--- config.mk ---
export PLATFORM = sky130hd
export DESIGN_NAME = gate_sequencer
export DESIGN_NICKNAME = d
export VERILOG_FILES = /design/src/rtl/gsq_pkg.sv /design/src/rtl/gsq_sync.sv /design/src/rtl/gsq_fsm.sv /design/src/rtl/gate_sequencer.sv
export SDC_FILE = /design/constraint.sdc
export NUM_CORES = 1
export LEC_CHECK = 0
export CORE_MARGIN = 2
export CORE_UTILIZATION = 50
export DETAILED_ROUTE_END_ITERATION = 16
export PLACE_DENSITY = 0.71
export SYNTH_ARGS = -nofsm -noshare
export SYNTH_HDL_FRONTEND = slang
export SYNTH_HIERARCHICAL = 1
export SYNTH_SLANG_ARGS = --single-unit
--- constraint.sdc ---
create_clock -name clk -period 1.9 [get_ports clk]
set_input_delay 0.19 -clock clk [delete_from_list [all_inputs] [get_ports clk]]
set_output_delay 0.19 -clock clk [all_outputs]
set_load 0.01 [all_outputs]
--- src/rtl/gsq_pkg.sv ---
package gsq_pkg;

    typedef enum logic [2:0] {
        ST_OFF,
        ST_LS_ON,
        ST_WAIT_DEAD_HS,
        ST_HS_ON,
        ST_WAIT_SW_LS
    } gsq_state_e;

    function automatic int gsq_max(input int a, input int b);
        return (a > b) ? a : b;
    endfunction

endpackage

--- src/rtl/gsq_sync.sv ---
module gsq_sync #(
    parameter int WIDTH  = 2,
    parameter int STAGES = 2
) (
    input  logic             clk,
    input  logic             rst_n,
    input  logic [WIDTH-1:0] async_in,
    output logic [WIDTH-1:0] sync_out
);

    logic [WIDTH-1:0] chain_q [STAGES];

    always_ff @(posedge clk) begin
        if (!rst_n) begin
            for (int i = 0; i < STAGES; i++) chain_q[i] <= '0;
        end else begin
            chain_q[0] <= async_in;
            for (int i = 1; i < STAGES; i++) chain_q[i] <= chain_q[i-1];
        end
    end

    assign sync_out = chain_q[STAGES-1];

endmodule

--- src/rtl/gsq_fsm.sv ---
module gsq_fsm
    import gsq_pkg::*;
#(
    parameter int DEAD_CYC   = 3,
    parameter int SW_TIMEOUT = 20
) (
    input  logic clk,
    input  logic rst_n,
    input  logic force_off,
    input  logic ls_allow,
    input  logic pwm_s,
    input  logic sw_low_s,
    output logic hs_en,
    output logic ls_en
);

    localparam int CW = $clog2(gsq_max(DEAD_CYC, SW_TIMEOUT) + 1) + 1;
    localparam logic [CW-1:0] DEAD_LIM = CW'(DEAD_CYC);
    localparam logic [CW-1:0] TO_LIM   = CW'(SW_TIMEOUT - 1);

    typedef struct packed {
        gsq_state_e    st;
        logic [CW-1:0] cnt;
        logic          hs;
        logic          ls;
    } fsm_t;

    fsm_t r_q, r_d;

    always_comb begin
        r_d    = r_q;
        r_d.st = r_q.st;
        if (force_off) begin
            r_d.st  = ST_OFF;
            r_d.cnt = '0;
        end else begin
            case (r_q.st)
                ST_OFF: begin
                    r_d.cnt = '0;
                    r_d.st  = pwm_s ? ST_WAIT_DEAD_HS : ST_WAIT_SW_LS;
                end
                ST_LS_ON: begin
                    if (pwm_s) begin
                        r_d.st  = ST_WAIT_DEAD_HS;
                        r_d.cnt = '0;
                    end
                end
                ST_WAIT_DEAD_HS: begin
                    if (!pwm_s) begin
                        r_d.st  = ST_WAIT_SW_LS;
                        r_d.cnt = '0;
                    end else if (r_q.cnt == DEAD_LIM) begin
                        r_d.st  = ST_HS_ON;
                        r_d.cnt = '0;
                    end else begin
                        r_d.cnt = r_q.cnt + 1'b1;
                    end
                end
                ST_HS_ON: begin
                    if (!pwm_s) begin
                        r_d.st  = ST_WAIT_SW_LS;
                        r_d.cnt = '0;
                    end
                end
                ST_WAIT_SW_LS: begin
                    if (pwm_s) begin
                        r_d.st  = ST_WAIT_DEAD_HS;
                        r_d.cnt = '0;
                    end else if (sw_low_s || r_q.cnt == TO_LIM) begin
                        r_d.st  = ST_LS_ON;
                        r_d.cnt = '0;
                    end else begin
                        r_d.cnt = r_q.cnt + 1'b1;
                    end
                end
                default: begin
                    r_d.st  = ST_OFF;
                    r_d.cnt = '0;
                end
            endcase
        end
        r_d.hs = (r_d.st == ST_HS_ON);
        r_d.ls = (r_d.st == ST_LS_ON) && ls_allow;
    end

    always_ff @(posedge clk) begin
        if (!rst_n) begin
            r_q.st  <= ST_OFF;
            r_q.cnt <= '0;
            r_q.hs  <= 1'b0;
            r_q.ls  <= 1'b0;
        end else begin
            r_q <= r_d;
        end
    end

    assign hs_en = r_q.hs;
    assign ls_en = r_q.ls;

endmodule

--- src/rtl/gate_sequencer.sv ---
module gate_sequencer #(
    parameter int DEAD_CYC   = 3,
    parameter int SW_TIMEOUT = 20
) (
    input  logic clk,
    input  logic rst_n,
    input  logic pwm,
    input  logic shdn_n,
    input  logic ls_dis_n,
    input  logic pgood,
    input  logic overtemp,
    input  logic sw_low,
    output logic hs_en,
    output logic ls_en
);

    localparam int NSYNC = 2;

    logic [NSYNC-1:0] raw_w, syn_w;
    logic             force_off;

    assign raw_w     = {sw_low, pwm};
    assign force_off = !shdn_n || !pgood || overtemp;

    gsq_sync #(.WIDTH(NSYNC), .STAGES(2)) u_sync (
        .clk      (clk),
        .rst_n    (rst_n),
        .async_in (raw_w),
        .sync_out (syn_w)
    );

    gsq_fsm #(.DEAD_CYC(DEAD_CYC), .SW_TIMEOUT(SW_TIMEOUT)) u_fsm (
        .clk       (clk),
        .rst_n     (rst_n),
        .force_off (force_off),
        .ls_allow  (ls_dis_n),
        .pwm_s     (syn_w[0]),
        .sw_low_s  (syn_w[1]),
        .hs_en     (hs_en),
        .ls_en     (ls_en)
    );

endmodule

== Yosys cells after proc, flatten, opt, wreduce, memory -nomap -nowiden ==
Memory sizes are Yosys's and may differ from the RTL's.
Cells that the tools add are included.
Widths: inputs -> output; s select.

* Div/mod/pow operators: 0
* Add/subtract/negate cells: 1
* Multiplexer cells: 15
* Eq/ne operators: 10
* Magnitude comparators: 0
* Multiply operators: 0
* Bitwise gates (word level): 3
* Reductions and logical operators: 9
* Shifts and indexed selects: 0

{| class="wikitable"
|+ Operators by type and width
! operator !! count
|-
| $mux 9 || 5
|-
| $pmux 9 s5 || 1
|-
| $mux 6 || 2
|-
| $eq 3x2->1 const B || 3
|-
| $mux 3 || 3
|-
| $add 6x1->6 const B || 1
|-
| $eq 3x1->1 const B || 2
|-
| $eq 6x2->1 const B || 1
|-
| $eq 6x5->1 const B || 1
|-
| $mux 2 || 2
|-
| $ne 2x2->1 const B || 2
|-
| $eq 3x3->1 const B || 1
|-
| $logic_not 3->1 || 1
|-
| $logic_or 1x1->1 || 3
|-
| $logic_not 1->1 || 2
|-
| $mux 1 || 2
|-
| $or 1x1->1 || 2
|-
| $reduce_and 2->1 || 1
|-
| $reduce_or 2->1 || 1
|-
| $logic_and 1x1->1 || 1
|-
| $not 1->1 || 1
|}

* Register bits after elaboration: 11
* Bits in read-only memories: 0
* Input port bits: 8
* Memories: 1
* Memory bits (writable): 4
* Logic and storage cells: 43
* Output and inout bits: 2
* Latch bits: 0

{| class="wikitable"
|+ Memory list
! memory !! words !! width !! rd ports !! clocked after Yosys merged registers in !! write ports !! RTL line !! text
|-
| u_sync.chain_q || 2 || 2 || 2 || 0 || 2 || gsq_sync.sv:11 || <nowiki>logic [WIDTH-1:0] chain_q [STAGES];</nowiki>
|}

== Depth between registers and ports, before layout ==
Gate-level depths: netlist of run 1.

* Depth after elaboration: 8
* Gate-level depth with buffers: 5
* Gate-level depth less buffers: 5

== Hierarchy ==
The synthesis of run 1 kept the hierarchy.

{| class="wikitable"
|+ By module, submodules not included
! module !! times used !! area an instance (um^2) !! sequential area each (um^2) !! cells each
|-
| gsq_fsm || 1 || 571.8 || 220.2 || 62
|-
| gsq_sync || 1 || 120.1 || 80.1 || 10
|-
| gate_sequencer || 1 || 7.5 || 0.0 || 1
|}

== Worst setup path before layout of run 1 ==
Ideal clock, no wire load.

* Path type: flip-flop to flip-flop
* Start: register u_fsm/r_q[2] (netlist bit)
* End: register u_fsm/r_q[2] (netlist bit)
* Clock period less this slack: 1.565 ns
* Stages on the path, launching flop included: 6
* Arrival: 1.437 ns
* Path buffers: 0
* Slack: 0.335 ns
* Required time: 1.772 ns
* Library setup time: 0.128 ns
* Path through: dfxtp_1 > ha_1 > nor4b_4 > or3b_1 > a21oi_2 > nor3_1

* Word-level cells in the longest chain between the ends: 5
* Elaborated cells on any way between the ends: 9
* Those cells by class: add/sub (1); eq/ne (2); mux (5); reduce/logical (1)

{| class="wikitable"
|+ RTL lines
! item !! RTL line !! text
|-
| from (decl) || gsq_fsm.sv:28 || <nowiki>fsm_t r_q, r_d;</nowiki>
|-
| from (signal assigned) || gsq_fsm.sv:93 || <nowiki>r_q <= r_d;</nowiki>
|-
| parallel branches: the longest is 4 deep, another holds $add 6x1->6 || -- ||
|-
| $pmux 9 s5 (*) || gsq_fsm.sv:37 || <nowiki>case (r_q.st)</nowiki>
|}

Mark *: on every way between the ends.
A chain may end at the register's enable or synchronous reset.

== Worst setup path after layout of run 1 ==
* Start: register u_fsm/r_q[2] (netlist bit)
* End: register u_fsm/r_q[3] (netlist bit)

The elaborated chain is that of the path after synthesis.

==> summary.txt, run 1 <==
Status
  • Status: finished, final reports clean

CTS
  • Sink Count: 15
  • Post-CTS setup buffers: 0
  • Post-CTS sizing: 0
  • Hold Buf Count CTS: 0
  • CTS tree: done
  • Clk root buf: clkbuf_4
  • Num CTS Buffers: 3
  • Clk_lat worst skew: 0.29 ns
  • Clock-pin slew on the worst setup and hold paths: 0.09 ns
  • CTS H-Tree Depth: 1
  • Max Root-Sink Buffers: 2

Synth
  • Seq cells post-synth: 15
  • Synth async-reset ratio: 0
  • Largest family of logic cells by synthesized area: simple AND/OR/NAND/NOR gates
  • Synth Area in XOR/XNOR: 0.0626
  • Syn Inst Count: 73
  • Synth Flop Type: dfxtp_1
  • Post-synthesis sequential area ratio: 0.429
  • Synth Area in Compound Gates: 0.154
  • Number of flops mapped to enable cells by yosys: 0
  • Simple-Gate Fraction of Synth Area: 0.268
  • Post-Syn Area: 699 um2
  • Syn Area/Cell: 9.58 um2
  • Multiplexer area fraction after synthesis: 0.0304
  • Syn Nets: 82
  • Adder-cell share of the synthesized area: 0.0179
  • Synth cell types: 34
  • Synth warn: 6

Pwr
  • VDD IR max: 375 uV
  • Power Dens Cells: 657 nW/um2
  • Static leakage: 0.310 nW

Setup path
  • CP Data Required Time: 2.08 ns
  • CP peak stage delay: 0.40 ns
  • WP buf/inv: 0
  • Setup CP Type: flop to flop
  • R2R Path Start: u_fsm/r_q[2]$_SDFFE_PP0P_
  • Crit-path max FO: 5
  • Worst Path Arrival: 1.90 ns
  • FF-to-FF setup slack: 0.18 ns
  • Reg-to-reg endpoint: u_fsm/r_q[3]$_SDFFE_PP0P_
  • Setup crit end kind: flop
  • Crit path launch type: flop
  • Crit-path slowest cell: or3b_1
  • CP delay by family, top: simple AND/OR/NAND/NOR gates
  • Worst Reg-to-Reg Cells: 5
  • Crit path cell chain: ha_1, nor4b_4, or3b_1, a21oi_2, nor3_1

Floorplanning
  • Die area: 1710 um2
  • I/O Pins: 10
  • Die Ht: 41.4 um
  • Core area: 1300 um2
  • Die width: 41.4 um
  • Initial core utilization: 0.538
  • Rows: 13

Routing
  • Routed wire length: 1.29 mm
  • Avg Vias per Cell: 5.57
  • DR vias: 546
  • Router iterations before antenna repair: 4
  • Antenna Nets Post-Route: 0
  • Initial DRC Count: 14
  • Wire per inst: 13.2 um
  • Drt drc: 0

Global routing
  • First-pass GRT wire length: 2.30 mm
  • Pin count of the biggest net entering global routing: 9
  • Overall Global Routing Usage: 0.182
  • Global route overflow: 0
  • Vias in the first global route: 542
  • Antenna violations before repair: 0

STA
  • Hold Vio Cnt, Final: 0
  • Worst slew pin tran: 0.418 ns
  • Clk_skew: 0.00348 ns
  • Fin. max-slew vios: 0
  • Tmin final: 1.72 ns
  • Max frequency: 582 MHz
  • Final setup vio count: 0
  • RSZ-0062 raised after global routing: false
  • Slew HR: 0.722
  • Final worst path period share: 0.904
  • Setup TNS: 0 ns

Placement
  • Placement Cell Area: 793 um2
  • Number of I/O port buffers: 9
  • HPWL Detailed: 983 um
  • RePlAce Congestion: 0.739

Final layout
  • # nets final: 93
  • Area Growth Syn to Fin: 17.2%
  • Post-route cell area: 820 um2
  • Commonest cells after routing, fill and taps aside: dfxtp_1, clkdlybuf4s50_1, nor2_1, nor3_1, xor2_1
  • Diode count: 0
  • Layout cell share with drive strength beyond 1: 0.108
  • Commonest non-fill, non-tap cell in the layout: dfxtp_1

Flow run
  • MaxCap Viol Count: 0

Hold path
  • Min-Delay Endpoint: u_fsm/ls_en$_SDFF_PN0_
  • Cells on Worst Hold Path: 3
  • Hold_sp: ls_dis_n
  • Hold WC Path Type: primary input to flop
-- how the worst max path moves through the flow --
stage                              start                        end  cells past startpoint
2_1_floorplan  u_fsm/r_q[2]$_SDFFE_PP0P_  u_fsm/r_q[2]$_SDFFE_PP0P_                      5
3_3_place_gp   u_fsm/r_q[2]$_SDFFE_PP0P_  u_fsm/r_q[3]$_SDFFE_PP0P_                      5
3_5_place_dp   u_fsm/r_q[2]$_SDFFE_PP0P_  u_fsm/r_q[5]$_SDFFE_PP0P_                      5
4_1_cts        u_fsm/r_q[2]$_SDFFE_PP0P_  u_fsm/r_q[5]$_SDFFE_PP0P_                      5
5_1_grt        u_fsm/r_q[2]$_SDFFE_PP0P_  u_fsm/r_q[5]$_SDFFE_PP0P_                      5
6_report       u_fsm/r_q[2]$_SDFFE_PP0P_  u_fsm/r_q[3]$_SDFFE_PP0P_                      5
-- logic make-up after synthesis --
family          after synthesis
mux                           2
compound gates               14
buf+inv                       5
simple gates                 31
fa+ha+maj                     1
flops                        15
xor+xnor                      5
-- cell type report --
cell class	instances	area [um2]
Sequential cell	15	300
Inverter	1	3.75
Multi-Input combinational cell	53	373
Timing Repair Buffer	10	97.6
Tap cell	15	18.8
Clock buffer	4	26.3
Fill cell	125	482
-- tightest hold or removal path: stages --
cell	delay [ns]
clkdlybuf4s50_1	0.39
nand2_1	0.06
nor4_1	0.04
-- Yosys cell counts, types with 2 or more instances --
cell / count / area share
nand2b_1: 3 / 0.027
nand2_1: 2 / 0.011
nor3_1: 6 / 0.043
and2_1: 4 / 0.036
buf_4: 2 / 0.021
dfxtp_1: 15 / 0.43
o21ai_0: 2 / 0.014
clkbuf_1: 2 / 0.011
a21o_1: 2 / 0.021
xor2_1: 5 / 0.063
nor2_1: 6 / 0.032
a21oi_1: 2 / 0.014
-- layer usage --
layer,up-vias,part of all wire,global-route usage
met5,-,0,0
met4,0,0.038,0.155
li1,281,-,-
met1,244,0.46,0.223
met2,16,0.45,0.269
met3,5,0.046,0.0391
-- flip-flops by register name, indices dropped and copies added (netlist names) --
signal          flops
u_fsm/ls_en         1
u_sync/chain_q      4
u_fsm/r_q           9
u_fsm/hs_en         1
-- power breakdown --
part / total [mW] / switching, mW / leakage (nW) / internal [mW]
logic: 0.0292 / 0.00974 / 0.174 / 0.0195
registers: 0.322 / 0.00354 / 0.122 / 0.319
clock network: 0.187 / 0.105 / 0.0150 / 0.0818
-- per-stage QoR --
stage / hold slack (ns) / setup slack [ns] / power [mW] / util / instances
4_1_cts: 0.441 / 0.183 / 0.539 / 0.630 / 98
6_report: 0.436 / 0.183 / 0.538 / 0.630 / 98
5_1_grt: 0.430 / 0.0113 / 0.558 / 0.630 / 98
2_1_floorplan: 0.312 / 0.335 / 0.343 / - / 73
3_5_place_dp: 0.421 / 0.204 / 0.359 / 0.610 / 94
3_3_place_gp: 0.411 / 0.261 / 0.359 / 0.610 / 94
(Power assumes the default switching activity.)
==> inputs of run 2 (changes only) <==
- PLACE_DENSITY: 0.71 -> 0.74
==> summary.txt, run 2 (synthesis gave the netlist of run 1 again) <==
Status
  • Status: finished, final reports clean

Final layout
  • Commonest non-fill, non-tap cell in the layout: dfxtp_1
  • Regs by FF count: u_fsm/r_q (9), u_sync/chain_q (4)
  • Commonest cells after routing, fill and taps aside: dfxtp_1, clkdlybuf4s50_1, nor2_1, nor3_1, xor2_1
  • Area Growth Syn to Fin: 17.2%
  • Area of the multi-input gates: 373 um2
  • Max reg flops: 9
  • Post-route cell area: 820 um2
  • Layout cell share with drive strength beyond 1: 0.108
  • Diode count: 0
  • Most flop-heavy register: u_fsm/r_q
  • Storage cell area: 300 um2
  • Non-filler cells, final: 98
  • # nets final: 93
  • Fillers: 124

Pwr
  • Sequential power share: 0.612
  • Total Power: 0.526 mW
  • Static leakage: 0.310 nW
  • Combinational cell fraction of total power: 0.055
  • VDD IR max: 473 uV
  • NetSw: 0.107 mW
  • Internal power: 0.420 mW
  • Clock network fraction of total power: 0.333
  • Power Dens Cells: 642 nW/um2
  • Switching Fraction: 0.203

Global routing
  • Pin count of the biggest net entering global routing: 9
  • Vias in the first global route: 484
  • First-pass GRT wire length: 2.14 mm
  • Global route overflow: 0
  • Antenna violations before repair: 0
  • Overall Global Routing Usage: 0.158

CTS
  • Clock-pin slew on the worst setup and hold paths: 0.08 ns
  • CTS H-Tree Depth: 1
  • Clk root buf: clkbuf_4
  • Clk_lat worst skew: 0.28 ns
  • CTS tree: done
  • Num CTS Buffers: 3
  • Max Root-Sink Buffers: 2
  • Sink Count: 15
  • Hold Buf Count CTS: 0
  • Post-CTS setup buffers: 0
  • Post-CTS sizing: 0

Floorplanning
  • Initial core utilization: 0.538
  • Die area: 1710 um2
  • Die width: 41.4 um
  • Die Ht: 41.4 um
  • I/O Pins: 10
  • Core area: 1300 um2
  • Rows: 13

Setup path
  • Worst Path Arrival: 1.90 ns
  • Setup crit end kind: flop
  • Crit path launch type: flop
  • Crit-path max FO: 5
  • Setup CP Type: flop to flop
  • CP Data Required Time: 2.06 ns

Routing
  • DR vias: 557
  • Avg Vias per Cell: 5.68
  • Drt drc: 0
  • Routed wire length: 1.17 mm
  • Router iterations before antenna repair: 4
  • Initial DRC Count: 26
  • Antenna Nets Post-Route: 0
  • Wire per inst: 11.9 um

STA
  • Final setup vio count: 0
  • Final hold slack: 0.432 ns
  • RSZ-0062 raised after global routing: false
  • Hold Vio Cnt, Final: 0
  • Tmin final: 1.73 ns
  • Final worst path period share: 0.913
  • Slew HR: 0.712
  • Max frequency: 577 MHz
  • Fin. max-slew vios: 0
  • Clk_skew: 0.00137 ns
  • Setup TNS: 0 ns
  • Worst slew pin tran: 0.432 ns

Placement
  • Placed insts: 94
  • Placement Cell Area: 793 um2
  • Number of I/O port buffers: 9
  • RePlAce Congestion: 0.781
  • HPWL Detailed: 895 um

Flow run
  • MaxCap Viol Count: 0

Hold path
  • Hold WC Path Type: flop to flop
[run 2: cell counts in the layout (fill, tap and decap cells not counted)]
No cell type changed its count.
[run 2: cell type report]
type	instances	area share
Clock buffer	4	0.0321
Timing Repair Buffer	10	0.119
Tap cell	15	0.0229
Multi-Input combinational cell	53	0.455
Sequential cell	15	0.366
Inverter	1	0.00458
[run 2: per-stage QoR]
stage,setup WS (ns),util
finish,0.166,0.630
global route,0.00143,0.630
CTS,0.172,0.630
detailed placement,0.195,0.610
global placement,0.257,0.610
floorplan,0.335,-
[run 2: routing by layer]
metal,GRT usage,vias up,part of all wire
met5,0,-,0
met2,0.206,17,0.41
met3,0.0522,2,0.069
met4,0.0387,0,0.011
met1,0.247,251,0.51
li1,-,287,-
[run 2: final timing paths]
kind | from | end | slack (ns) | cells past startpoint
max | u_fsm/r_q[2]$_SDFFE_PP0P_ | u_fsm/r_q[5]$_SDFFE_PP0P_ | 0.17 | 5
min | u_sync/chain_q[0][0]$_SDFF_PN0_ | u_sync/chain_q[0][2]$_SDFF_PN0_ | 0.43 | 1
max reg2reg | u_fsm/r_q[2]$_SDFFE_PP0P_ | u_fsm/r_q[5]$_SDFFE_PP0P_ | 0.17 | 5
min reg2reg | u_sync/chain_q[0][0]$_SDFF_PN0_ | u_sync/chain_q[0][2]$_SDFF_PN0_ | 0.43 | 1
[run 2: power by group through the flow]
stage | clock [mW] | combinational, mW | sequential, mW
floorplan | 0 | 0.0158 | 0.328
global placement | 0 | 0.0289 | 0.329
detailed placement | 0 | 0.0292 | 0.330
CTS | 0.181 | 0.0294 | 0.322
global route | 0.196 | 0.0324 | 0.323
finish | 0.175 | 0.0292 | 0.322
[run 2: critical path, cell delays in order (launching register included)]
cell     delay [ns]
dfxtp_1        0.37
ha_1           0.20
nor4b_4        0.31
or3b_1         0.40
a21oi_2        0.26
nor3_1         0.09
